==> src/rtl/trap_pkg.sv <==
package trap_pkg;

  typedef enum logic [1:0] {
    SRC_NONE = 2'd0,
    SRC_HW   = 2'd1,
    SRC_SW   = 2'd2,
    SRC_IRQ  = 2'd3
  } trap_src_e;

  typedef enum logic [1:0] {
    ST_IDLE = 2'd0,
    ST_PUSH = 2'd1,
    ST_JUMP = 2'd2
  } entry_st_e;

  typedef enum logic [1:0] {
    W_PSW = 2'd0,
    W_CSP = 2'd1,
    W_IP  = 2'd2
  } stack_word_e;

  localparam int unsigned CLASSB_NUM = 10;
  localparam int unsigned RSV_LO     = 11;
  localparam int unsigned RSV_HI     = 15;

  // Vector address of a trap number: four bytes per slot.
  function automatic logic [31:0] vector_of(input logic [31:0] num);
    return num << 2;
  endfunction

  // Numbers that arbitration must never hand out.
  function automatic logic is_reserved(input logic [31:0] num);
    return (num >= RSV_LO) && (num <= RSV_HI);
  endfunction

endpackage

==> src/rtl/trap_flag_bank.sv <==
module trap_flag_bank #(
  parameter int NF = 6,
  parameter int CW = 3
) (
  input  logic          clk,
  input  logic          rst_n,
  input  logic [NF-1:0] fault_i,
  input  logic          clr_we_i,
  input  logic [NF-1:0] clr_data_i,
  input  logic          take_i,
  output logic [NF-1:0] flags_o,
  output logic          pend_o,
  output logic [CW-1:0] cause_o
);

  logic [NF-1:0] flag_q;
  logic [NF-1:0] arr_q;
  logic [NF-1:0] keep_mask;

  assign keep_mask = clr_we_i ? clr_data_i : {NF{1'b1}};

  always_ff @(posedge clk or negedge rst_n) begin
    if (!rst_n) begin
      flag_q <= '0;
      arr_q  <= '0;
    end else begin
      flag_q <= (flag_q & keep_mask) | fault_i;
      arr_q  <= take_i ? fault_i : (arr_q | fault_i);
    end
  end

  // Lowest index among pending arrivals wins.
  always_comb begin
    cause_o = '0;
    for (int i = NF - 1; i >= 0; i--) begin
      if (arr_q[i]) cause_o = CW'(i);
    end
  end

  assign flags_o = flag_q;
  assign pend_o  = |arr_q;

endmodule

==> src/rtl/trap_select.sv <==
module trap_select
  import trap_pkg::*;
#(
  parameter int TW = 7,
  parameter int LW = 4
) (
  input  logic          idle_i,
  input  logic          hw_pend_i,
  input  logic [LW-1:0] cur_lvl_i,
  input  logic          sw_req_i,
  input  logic [TW-1:0] sw_num_i,
  input  logic          irq_req_i,
  input  logic [TW-1:0] irq_num_i,
  input  logic [LW-1:0] irq_lvl_i,
  output trap_src_e     src_o,
  output logic [TW-1:0] num_o,
  output logic [LW-1:0] lvl_o
);

  localparam logic [LW-1:0] LVL_MAX = {LW{1'b1}};

  logic hw_ok;
  logic irq_ok;

  assign hw_ok  = hw_pend_i && (cur_lvl_i != LVL_MAX);
  assign irq_ok = irq_req_i && (irq_lvl_i > cur_lvl_i) && !is_reserved(32'(irq_num_i));

  always_comb begin
    src_o = SRC_NONE;
    num_o = irq_num_i;
    lvl_o = cur_lvl_i;
    if (idle_i) begin
      if (hw_ok) begin
        src_o = SRC_HW;
        num_o = TW'(CLASSB_NUM);
        lvl_o = LVL_MAX;
      end else if (sw_req_i) begin
        src_o = SRC_SW;
        num_o = sw_num_i;
        lvl_o = cur_lvl_i;
      end else if (irq_ok) begin
        src_o = SRC_IRQ;
        num_o = irq_num_i;
        lvl_o = irq_lvl_i;
      end
    end
  end

endmodule

==> src/rtl/trap_push_seq.sv <==
module trap_push_seq
  import trap_pkg::*;
#(
  parameter int TW   = 7,
  parameter int LW   = 4,
  parameter int WW   = 16,
  parameter int SEGW = 8,
  parameter int CW   = 3
) (
  input  logic            clk,
  input  logic            rst_n,
  input  trap_src_e       src_i,
  input  logic [TW-1:0]   num_i,
  input  logic [LW-1:0]   lvl_i,
  input  logic [CW-1:0]   cause_i,
  input  logic            seg_en_i,
  input  logic [WW-1:0]   psw_i,
  input  logic [WW-1:0]   ip_i,
  input  logic [SEGW-1:0] csp_i,
  input  logic            stk_ready_i,
  output logic            idle_o,
  output logic            stk_valid_o,
  output logic [WW-1:0]   stk_data_o,
  output logic            done_o,
  output logic [TW+1:0]   vec_o,
  output logic [LW-1:0]   lvl_o,
  output logic [SEGW-1:0] csp_o,
  output logic [CW-1:0]   cause_o,
  output trap_src_e       src_o
);

  localparam int VW = TW + 2;

  entry_st_e     st_q;
  stack_word_e   wsel_q;
  logic [WW-1:0] psw_q;
  logic [WW-1:0] ip_q;
  logic [SEGW-1:0] csp_q;
  logic          seg_q;
  logic [VW-1:0] vec_q;
  logic [LW-1:0] lvl_q;
  logic [CW-1:0] cause_q;
  trap_src_e     src_q;
  logic          start;
  logic          stack_hs;

  assign start    = (st_q == ST_IDLE) && (src_i != SRC_NONE);
  assign stack_hs = stk_valid_o && stk_ready_i;

  always_ff @(posedge clk or negedge rst_n) begin
    if (!rst_n) begin
      st_q    <= ST_IDLE;
      wsel_q  <= W_PSW;
      psw_q   <= '0;
      ip_q    <= '0;
      csp_q   <= '0;
      seg_q   <= 1'b0;
      vec_q   <= '0;
      lvl_q   <= '0;
      cause_q <= '0;
      src_q   <= SRC_NONE;
    end else begin
      case (st_q)
        ST_IDLE: begin
          if (start) begin
            st_q    <= ST_PUSH;
            wsel_q  <= W_PSW;
            psw_q   <= psw_i;
            ip_q    <= ip_i;
            csp_q   <= csp_i;
            seg_q   <= seg_en_i;
            vec_q   <= VW'(vector_of(32'(num_i)));
            lvl_q   <= lvl_i;
            cause_q <= (src_i == SRC_HW) ? cause_i : '0;
            src_q   <= src_i;
          end
        end
        ST_PUSH: begin
          if (stack_hs) begin
            if (wsel_q == W_IP) begin
              st_q <= ST_JUMP;
            end else if ((wsel_q == W_PSW) && seg_q) begin
              wsel_q <= W_CSP;
            end else begin
              wsel_q <= W_IP;
            end
          end
        end
        ST_JUMP: st_q <= ST_IDLE;
        default: st_q <= ST_IDLE;
      endcase
    end
  end

  always_comb begin
    case (wsel_q)
      W_PSW:   stk_data_o = psw_q;
      W_CSP:   stk_data_o = WW'(csp_q);
      default: stk_data_o = ip_q;
    endcase
  end

  assign idle_o      = (st_q == ST_IDLE);
  assign stk_valid_o = (st_q == ST_PUSH);
  assign done_o      = (st_q == ST_JUMP);
  assign vec_o       = vec_q;
  assign lvl_o       = lvl_q;
  assign csp_o       = seg_q ? '0 : csp_q;
  assign cause_o     = cause_q;
  assign src_o       = src_q;

endmodule

==> src/rtl/trap_dispatch.sv <==
module trap_dispatch
  import trap_pkg::*;
#(
  parameter int NF   = 6,
  parameter int TW   = 7,
  parameter int LW   = 4,
  parameter int WW   = 16,
  parameter int SEGW = 8,
  parameter int CW   = 3
) (
  input  logic            clk,
  input  logic            rst_n,
  input  logic [NF-1:0]   fault_i,
  input  logic [NF-1:0]   cancel_i,
  input  logic            commit_i,
  input  logic            flag_clr_we_i,
  input  logic [NF-1:0]   flag_clr_data_i,
  input  logic            sw_req_i,
  input  logic [TW-1:0]   sw_num_i,
  input  logic            irq_req_i,
  input  logic [TW-1:0]   irq_num_i,
  input  logic [LW-1:0]   irq_lvl_i,
  input  logic [WW-1:0]   psw_i,
  input  logic [SEGW-1:0] csp_i,
  input  logic [WW-1:0]   ip_i,
  input  logic            seg_en_i,
  input  logic            stk_ready_i,
  output logic            stk_valid_o,
  output logic [WW-1:0]   stk_data_o,
  output logic            sw_ack_o,
  output logic            irq_ack_o,
  output logic            busy_o,
  output logic            done_o,
  output logic [TW+1:0]   vec_o,
  output logic [LW-1:0]   level_o,
  output logic [SEGW-1:0] csp_o,
  output logic [1:0]      src_o,
  output logic [CW-1:0]   cause_o,
  output logic [NF-1:0]   flags_o,
  output logic            wb_en_o
);

  logic [LW-1:0] cur_lvl;
  logic          idle;
  logic          hw_pend;
  logic [CW-1:0] pend_cause;
  trap_src_e     sel_src;
  logic [TW-1:0] sel_num;
  logic [LW-1:0] sel_lvl;
  logic          hw_take;
  trap_src_e     seq_src;

  assign cur_lvl = psw_i[WW-1 -: LW];
  assign hw_take = (sel_src == SRC_HW);

  trap_flag_bank #(.NF(NF), .CW(CW)) u_flags (
    .clk        (clk),
    .rst_n      (rst_n),
    .fault_i    (fault_i),
    .clr_we_i   (flag_clr_we_i),
    .clr_data_i (flag_clr_data_i),
    .take_i     (hw_take),
    .flags_o    (flags_o),
    .pend_o     (hw_pend),
    .cause_o    (pend_cause)
  );

  trap_select #(.TW(TW), .LW(LW)) u_select (
    .idle_i    (idle),
    .hw_pend_i (hw_pend),
    .cur_lvl_i (cur_lvl),
    .sw_req_i  (sw_req_i),
    .sw_num_i  (sw_num_i),
    .irq_req_i (irq_req_i),
    .irq_num_i (irq_num_i),
    .irq_lvl_i (irq_lvl_i),
    .src_o     (sel_src),
    .num_o     (sel_num),
    .lvl_o     (sel_lvl)
  );

  trap_push_seq #(.TW(TW), .LW(LW), .WW(WW), .SEGW(SEGW), .CW(CW)) u_push (
    .clk         (clk),
    .rst_n       (rst_n),
    .src_i       (sel_src),
    .num_i       (sel_num),
    .lvl_i       (sel_lvl),
    .cause_i     (pend_cause),
    .seg_en_i    (seg_en_i),
    .psw_i       (psw_i),
    .ip_i        (ip_i),
    .csp_i       (csp_i),
    .stk_ready_i (stk_ready_i),
    .idle_o      (idle),
    .stk_valid_o (stk_valid_o),
    .stk_data_o  (stk_data_o),
    .done_o      (done_o),
    .vec_o       (vec_o),
    .lvl_o       (level_o),
    .csp_o       (csp_o),
    .cause_o     (cause_o),
    .src_o       (seq_src)
  );

  assign src_o     = seq_src;
  assign busy_o    = !idle;
  assign sw_ack_o  = (sel_src == SRC_SW);
  assign irq_ack_o = (sel_src == SRC_IRQ);
  assign wb_en_o   = commit_i && !(|(fault_i & cancel_i));

endmodule

==> config.mk <==
export PLATFORM = sky130hd
export DESIGN_NAME = trap_dispatch
export DESIGN_NICKNAME = d
export VERILOG_FILES = /design/src/rtl/trap_pkg.sv /design/src/rtl/trap_flag_bank.sv /design/src/rtl/trap_select.sv /design/src/rtl/trap_push_seq.sv /design/src/rtl/trap_dispatch.sv
export SDC_FILE = /design/constraint.sdc
export NUM_CORES = 1
export LEC_CHECK = 0
export BUFFER_PORTS_ARGS = -buffer_cell sky130_fd_sc_hd__buf_2
export CORE_ASPECT_RATIO = 0.8
export CORE_MARGIN = 2
export CORE_UTILIZATION = 52
export DETAILED_ROUTE_END_ITERATION = 12
export HOLD_SLACK_MARGIN = 0.05
export PLACE_DENSITY = 0.82
export SLEW_MARGIN = 20
export SYNTH_ARGS = -nofsm -noshare
export SYNTH_HDL_FRONTEND = slang
export SYNTH_SLANG_ARGS = --single-unit
==> constraint.sdc <==
create_clock -name clk -period 4.8 [get_ports clk]
set_clock_uncertainty 0.2 [all_clocks]
set_input_delay 0.24 -clock clk [delete_from_list [all_inputs] [get_ports clk]]
set_output_delay 0.24 -clock clk [all_outputs]
set_load 0.05 [all_outputs]
==> flow_results.org <==
** Power
- For this design the ratio of total power to cell area is 628 nW/um2.
- Summed over all cells, the static leakage comes to 2.36 nW.
- VDD sags by at most 0.450 mV.

** Timing
- In the finished design, the share of the clock period the worst path needs comes to between 60% and 70%.
- Setup violations remaining at the end of the flow were counted as 0.
- Static timing analysis puts the maximum clock frequency at 300 MHz.
- Normalized max-slew margin :: 33.2%
- The max-slew violation total from the final report was 0.
- Number of hold violations in the final report :: 0
- Clock period minus final worst setup slack :: 3.34 ns
- In the final timing run, aggregate negative setup slack is 0 ns.
- Unrepaired setup endpoints after global routing :: false
- Slew of the pin with the lowest slew margin :: roughly 1.0 ns

** Floorplanning
- The die is 95.5 um wide.
- Number of top-level pins :: 138
- For this configuration, the core starts out at a cell density of 54.0%.
- Floorplan Core Area :: 6440 um2
- Die Ht :: around 77 um
- Die footprint :: 7370 um2
- After floorplanning, the core was divided into 26 placement rows.

** Route
- In the final routed layout, each cell accounts on average for 16.9 um.
- The count of nets left with antenna violations once routing finished came out at 0.
- Via density per instance :: 5.27
- For this run, design rule violations remaining after detail routing come to 0.
- First-pass iteration count of the detailed router :: 4
- Via count :: approximately 3000
- Routed wire length :: 9.74 mm
- Number of violations reported at the end of detailed-routing iteration 0 :: between 150 and 200

** Yosys
- Sorting the synthesized cells by area gives the leading types as sky130_fd_sc_hd__dfrtp_1 (52%), sky130_fd_sc_hd__mux2_2 (15%), sky130_fd_sc_hd__mux2i_1 (4.9%), sky130_fd_sc_hd__a21o_1 (3.0%), sky130_fd_sc_hd__nand2b_1 (2.5%).
- The commonest cells after synthesis are sky130_fd_sc_hd__dfrtp_1 (73), sky130_fd_sc_hd__mux2_2 (45), sky130_fd_sc_hd__nand2_1 (20).
- Cell accounting for the most synthesized area :: sky130_fd_sc_hd__dfrtp_1
- For this run, the leading register cell type out of synthesis is sky130_fd_sc_hd__dfrtp_1.
- Area share of the largest cell type after synthesis :: between 50% and 60%
- Avg Cell Area, Syn :: approximately 12 um2
- Area of the mapped netlist :: approximately 3500 um2
- Yosys mapped the design onto 38 distinct sky130hd cell types.
- Async set-or-reset flop fraction in the synthesized netlist :: 100%
- Counting flops with a built-in enable in the synthesized netlist gives 0.
- Cell with the most instances after synthesis :: sky130_fd_sc_hd__dfrtp_1
- During synthesis, Yosys emitted a total of 0 warnings.
- Counting flops and latches in the post-synthesis netlist gives 73.
- Summing the sequential cell areas from Yosys gives 52.5% of the chip area.
- Instance count of the mapped netlist :: 292

** Worst setup path
- Walking the worst path, the cells encountered are dlygate4sd3_1 > buf_2 > and4_1 > a21oi_1 > nor2_1 > a21oi_4 > buf_4 > mux2_2.
- Slowest CP cell :: sky130_fd_sc_hd__a21oi_4
- Combined buffer and inverter count along the critical path :: 3
- The worst setup path is launched from an input port.
- Largest fanout of any net on the critical path :: 22
- CP endpoint kind :: register
- Data on the critical path arrives at its endpoint at 3.37 ns.
- By startpoint and endpoint, the worst setup path is classified as input port to register.
- The worst register-to-register path has a depth of 6.
- In this design, the largest share of critical-path delay is due to compound AO/OA/AOI/OAI gates.
- For this run, the slowest stage of the critical path takes 0.64 ns.
- In this run the number of cells on the critical path is 8.
- STA puts the critical path data required time at a little under 5 ns.

** GRT
- Initial antenna violation count :: 0
- The first global-routing pass estimated 15.6 mm of wire.
- The total overflow left after global routing is 0.
- Number of global-route vias before repair :: 3246
- In the global route stage, overall resource usage came out at between 20% and 30%.
- Entering global routing, the biggest net connects 74 pins.

** Layout
- At the end of the flow, the number of nets in the layout was 577.
- The finished layout holds 577 standard cells, fillers aside.
- Relative to the synthesized area, the layout overhead comes to 44.4%.
- In the final layout, the share of cells above drive strength 1 is 40.6%.
- Number of diodes added for antenna fixing :: 0
- Finished Cell Area :: 5020 um2
- Once layout is complete, the utilization of the core stands at 78.0%.

** CTS
- CTS tree :: yes
- CTS clock-pin slew for the worst setup and hold paths :: 0.07 ns
- Total clock sinks :: between 70 and 80
- Clk_lat worst skew :: 0.35 ns
- Maximum level of the CTS H-tree :: 3
- Clock tree synthesis inserted a total of 9 buffers.
- Clock root buffer master :: sky130_fd_sc_hd__clkbuf_8
- No sink is reached through more buffers than the 2 on the longest clock path.

** Place
- In this run the cell area measured after placement is 4190 um2.
- Once placement completed, the tool counted placed cells totaling 500.
- In this run the tool buffered the top-level ports with roughly 140 buffer cells.
- Total half-perimeter wirelength after legalization and detailed placement :: 6.04 mm
- RePlAce Congestion :: between 0.8 and 0.9

** Flow run
- Across the run, the number of max-cap violations was 0.

** Hold path
- Kind of path behind the tightest hold check :: input port to register
- The worst hold path was traced through 4 stages.

** Run status
- Result of the run :: completed
==> final timing paths <==
check                                          endpoint  slack [ns]                    startpoint
max in group asynchronous   u_push.vec_o[3]$_DFFE_PN0P_        3.47                         rst_n
hold / removal              u_push.vec_o[7]$_DFFE_PN0P_        0.08                   sw_num_i[5]
hold reg to reg            u_flags.flags_o[0]$_DFF_PN0_        0.28  u_flags.flags_o[0]$_DFF_PN0_
min in group asynchronous   u_push.csp_q[3]$_DFFE_PN0P_        0.35                         rst_n
setup / recovery             u_push.ip_q[3]$_DFFE_PN0P_        1.46                     psw_i[12]
setup reg to reg             u_push.ip_q[3]$_DFFE_PN0P_        1.78    u_flags.arr_q[0]$_DFF_PN0_
==> power by group <==
part,internal (W),total (W),switching [W]
sequential,0.000845,0.00105,0.000203
clock,0.000303,0.000524,0.000221
combinational,0.000548,0.00158,0.00103
==> cell usage in the layout, fill, tap and decap left out, types with 6 or more instances in the layout <==
master	netlist	routed
sky130_fd_sc_hd__inv_1	9	9
sky130_fd_sc_hd__nor2b_1	13	13
sky130_fd_sc_hd__mux2_2	45	45
sky130_fd_sc_hd__nor2_1	13	13
sky130_fd_sc_hd__clkbuf_8	0	10
sky130_fd_sc_hd__dfrtp_1	73	73
sky130_fd_sc_hd__nand2_1	20	20
sky130_fd_sc_hd__a21oi_1	6	6
sky130_fd_sc_hd__buf_2	1	134
sky130_fd_sc_hd__o21ai_0	16	16
sky130_fd_sc_hd__mux2i_1	17	17
sky130_fd_sc_hd__a21o_1	14	14
sky130_fd_sc_hd__nand2b_1	14	14
sky130_fd_sc_hd__dlygate4sd3_1	0	62
==> cells by family (layout without fill, tap and decap cells) <==
family | Yosys count | after routing | share of synthesized area, %
DFF | 73 | 73 | 52.5
and+or+nand+nor | 70 | 70 | 10.4
muxes | 65 | 65 | 20.4
AOI/OAI and AO/OA | 56 | 56 | 11.5
buffers and inverters | 23 | 223 | 3.70
adders and majority gates | 4 | 4 | 1.44
other | 1 | 2 | 0.108
==> registers in the layout, indices dropped and copies added, names as in the netlist <==
signal / count
u_push.lvl_o: 4
u_push.src_o: 2
u_push.cause_o: 3
u_push.psw_q: 16
u_push.wsel_q: 2
u_push.seg_q: 1
u_push.st_q: 2
u_flags.arr_q: 6
u_flags.flags_o: 6
u_push.ip_q: 16
u_push.vec_o: 7
u_push.csp_q: 8
==> through the flow <==
step                setup slack (ns)  hold slack, ns  power, W
floorplan                       2.14          -0.256   0.00223
global placement                1.83           0.219   0.00252
detailed placement              1.70           0.220   0.00256
CTS                             1.52          0.0622   0.00313
global route                    1.23          0.0743   0.00331
finish                          1.46          0.0775   0.00316
==> worst min-delay path, delay by kind of cell <==
| kind | cells | cell delay, ns |
|---|---|---|
| AND/OR/NAND/NOR | 1 | 0.08 |
| multiplexers | 2 | 0.20 |
| buffers and inverters | 1 | 0.07 |
==> timing repair <==
action / in CTS / in global routing
hold buffers: 62 / 0
resized for setup: 0 / 0
hold endpoints to repair: 133 / 0
setup buffers: 0 / 0
endpoints found under the setup margin: 0 / 0
==> layout make-up <==
class,instances,area (um2)
flip-flops and latches,73,1830
multi-input cells,197,1530
fillers,417,1420
repair buffers,199,1310
clock buffers,10,138
well taps,84,105
clock inverters,5,80.1
inverters,9,33.8
==> per-layer routing <==
layer	share of wire (%)	vias to the layer above	GRT usage [%]
li1	-	1425	-
met1	41	1481	33.9
met2	51	115	47.9
met3	5.8	21	6.88
met4	2.9	0	11.4
met5	0	-	0
Power figures use the tool's default switching activity.
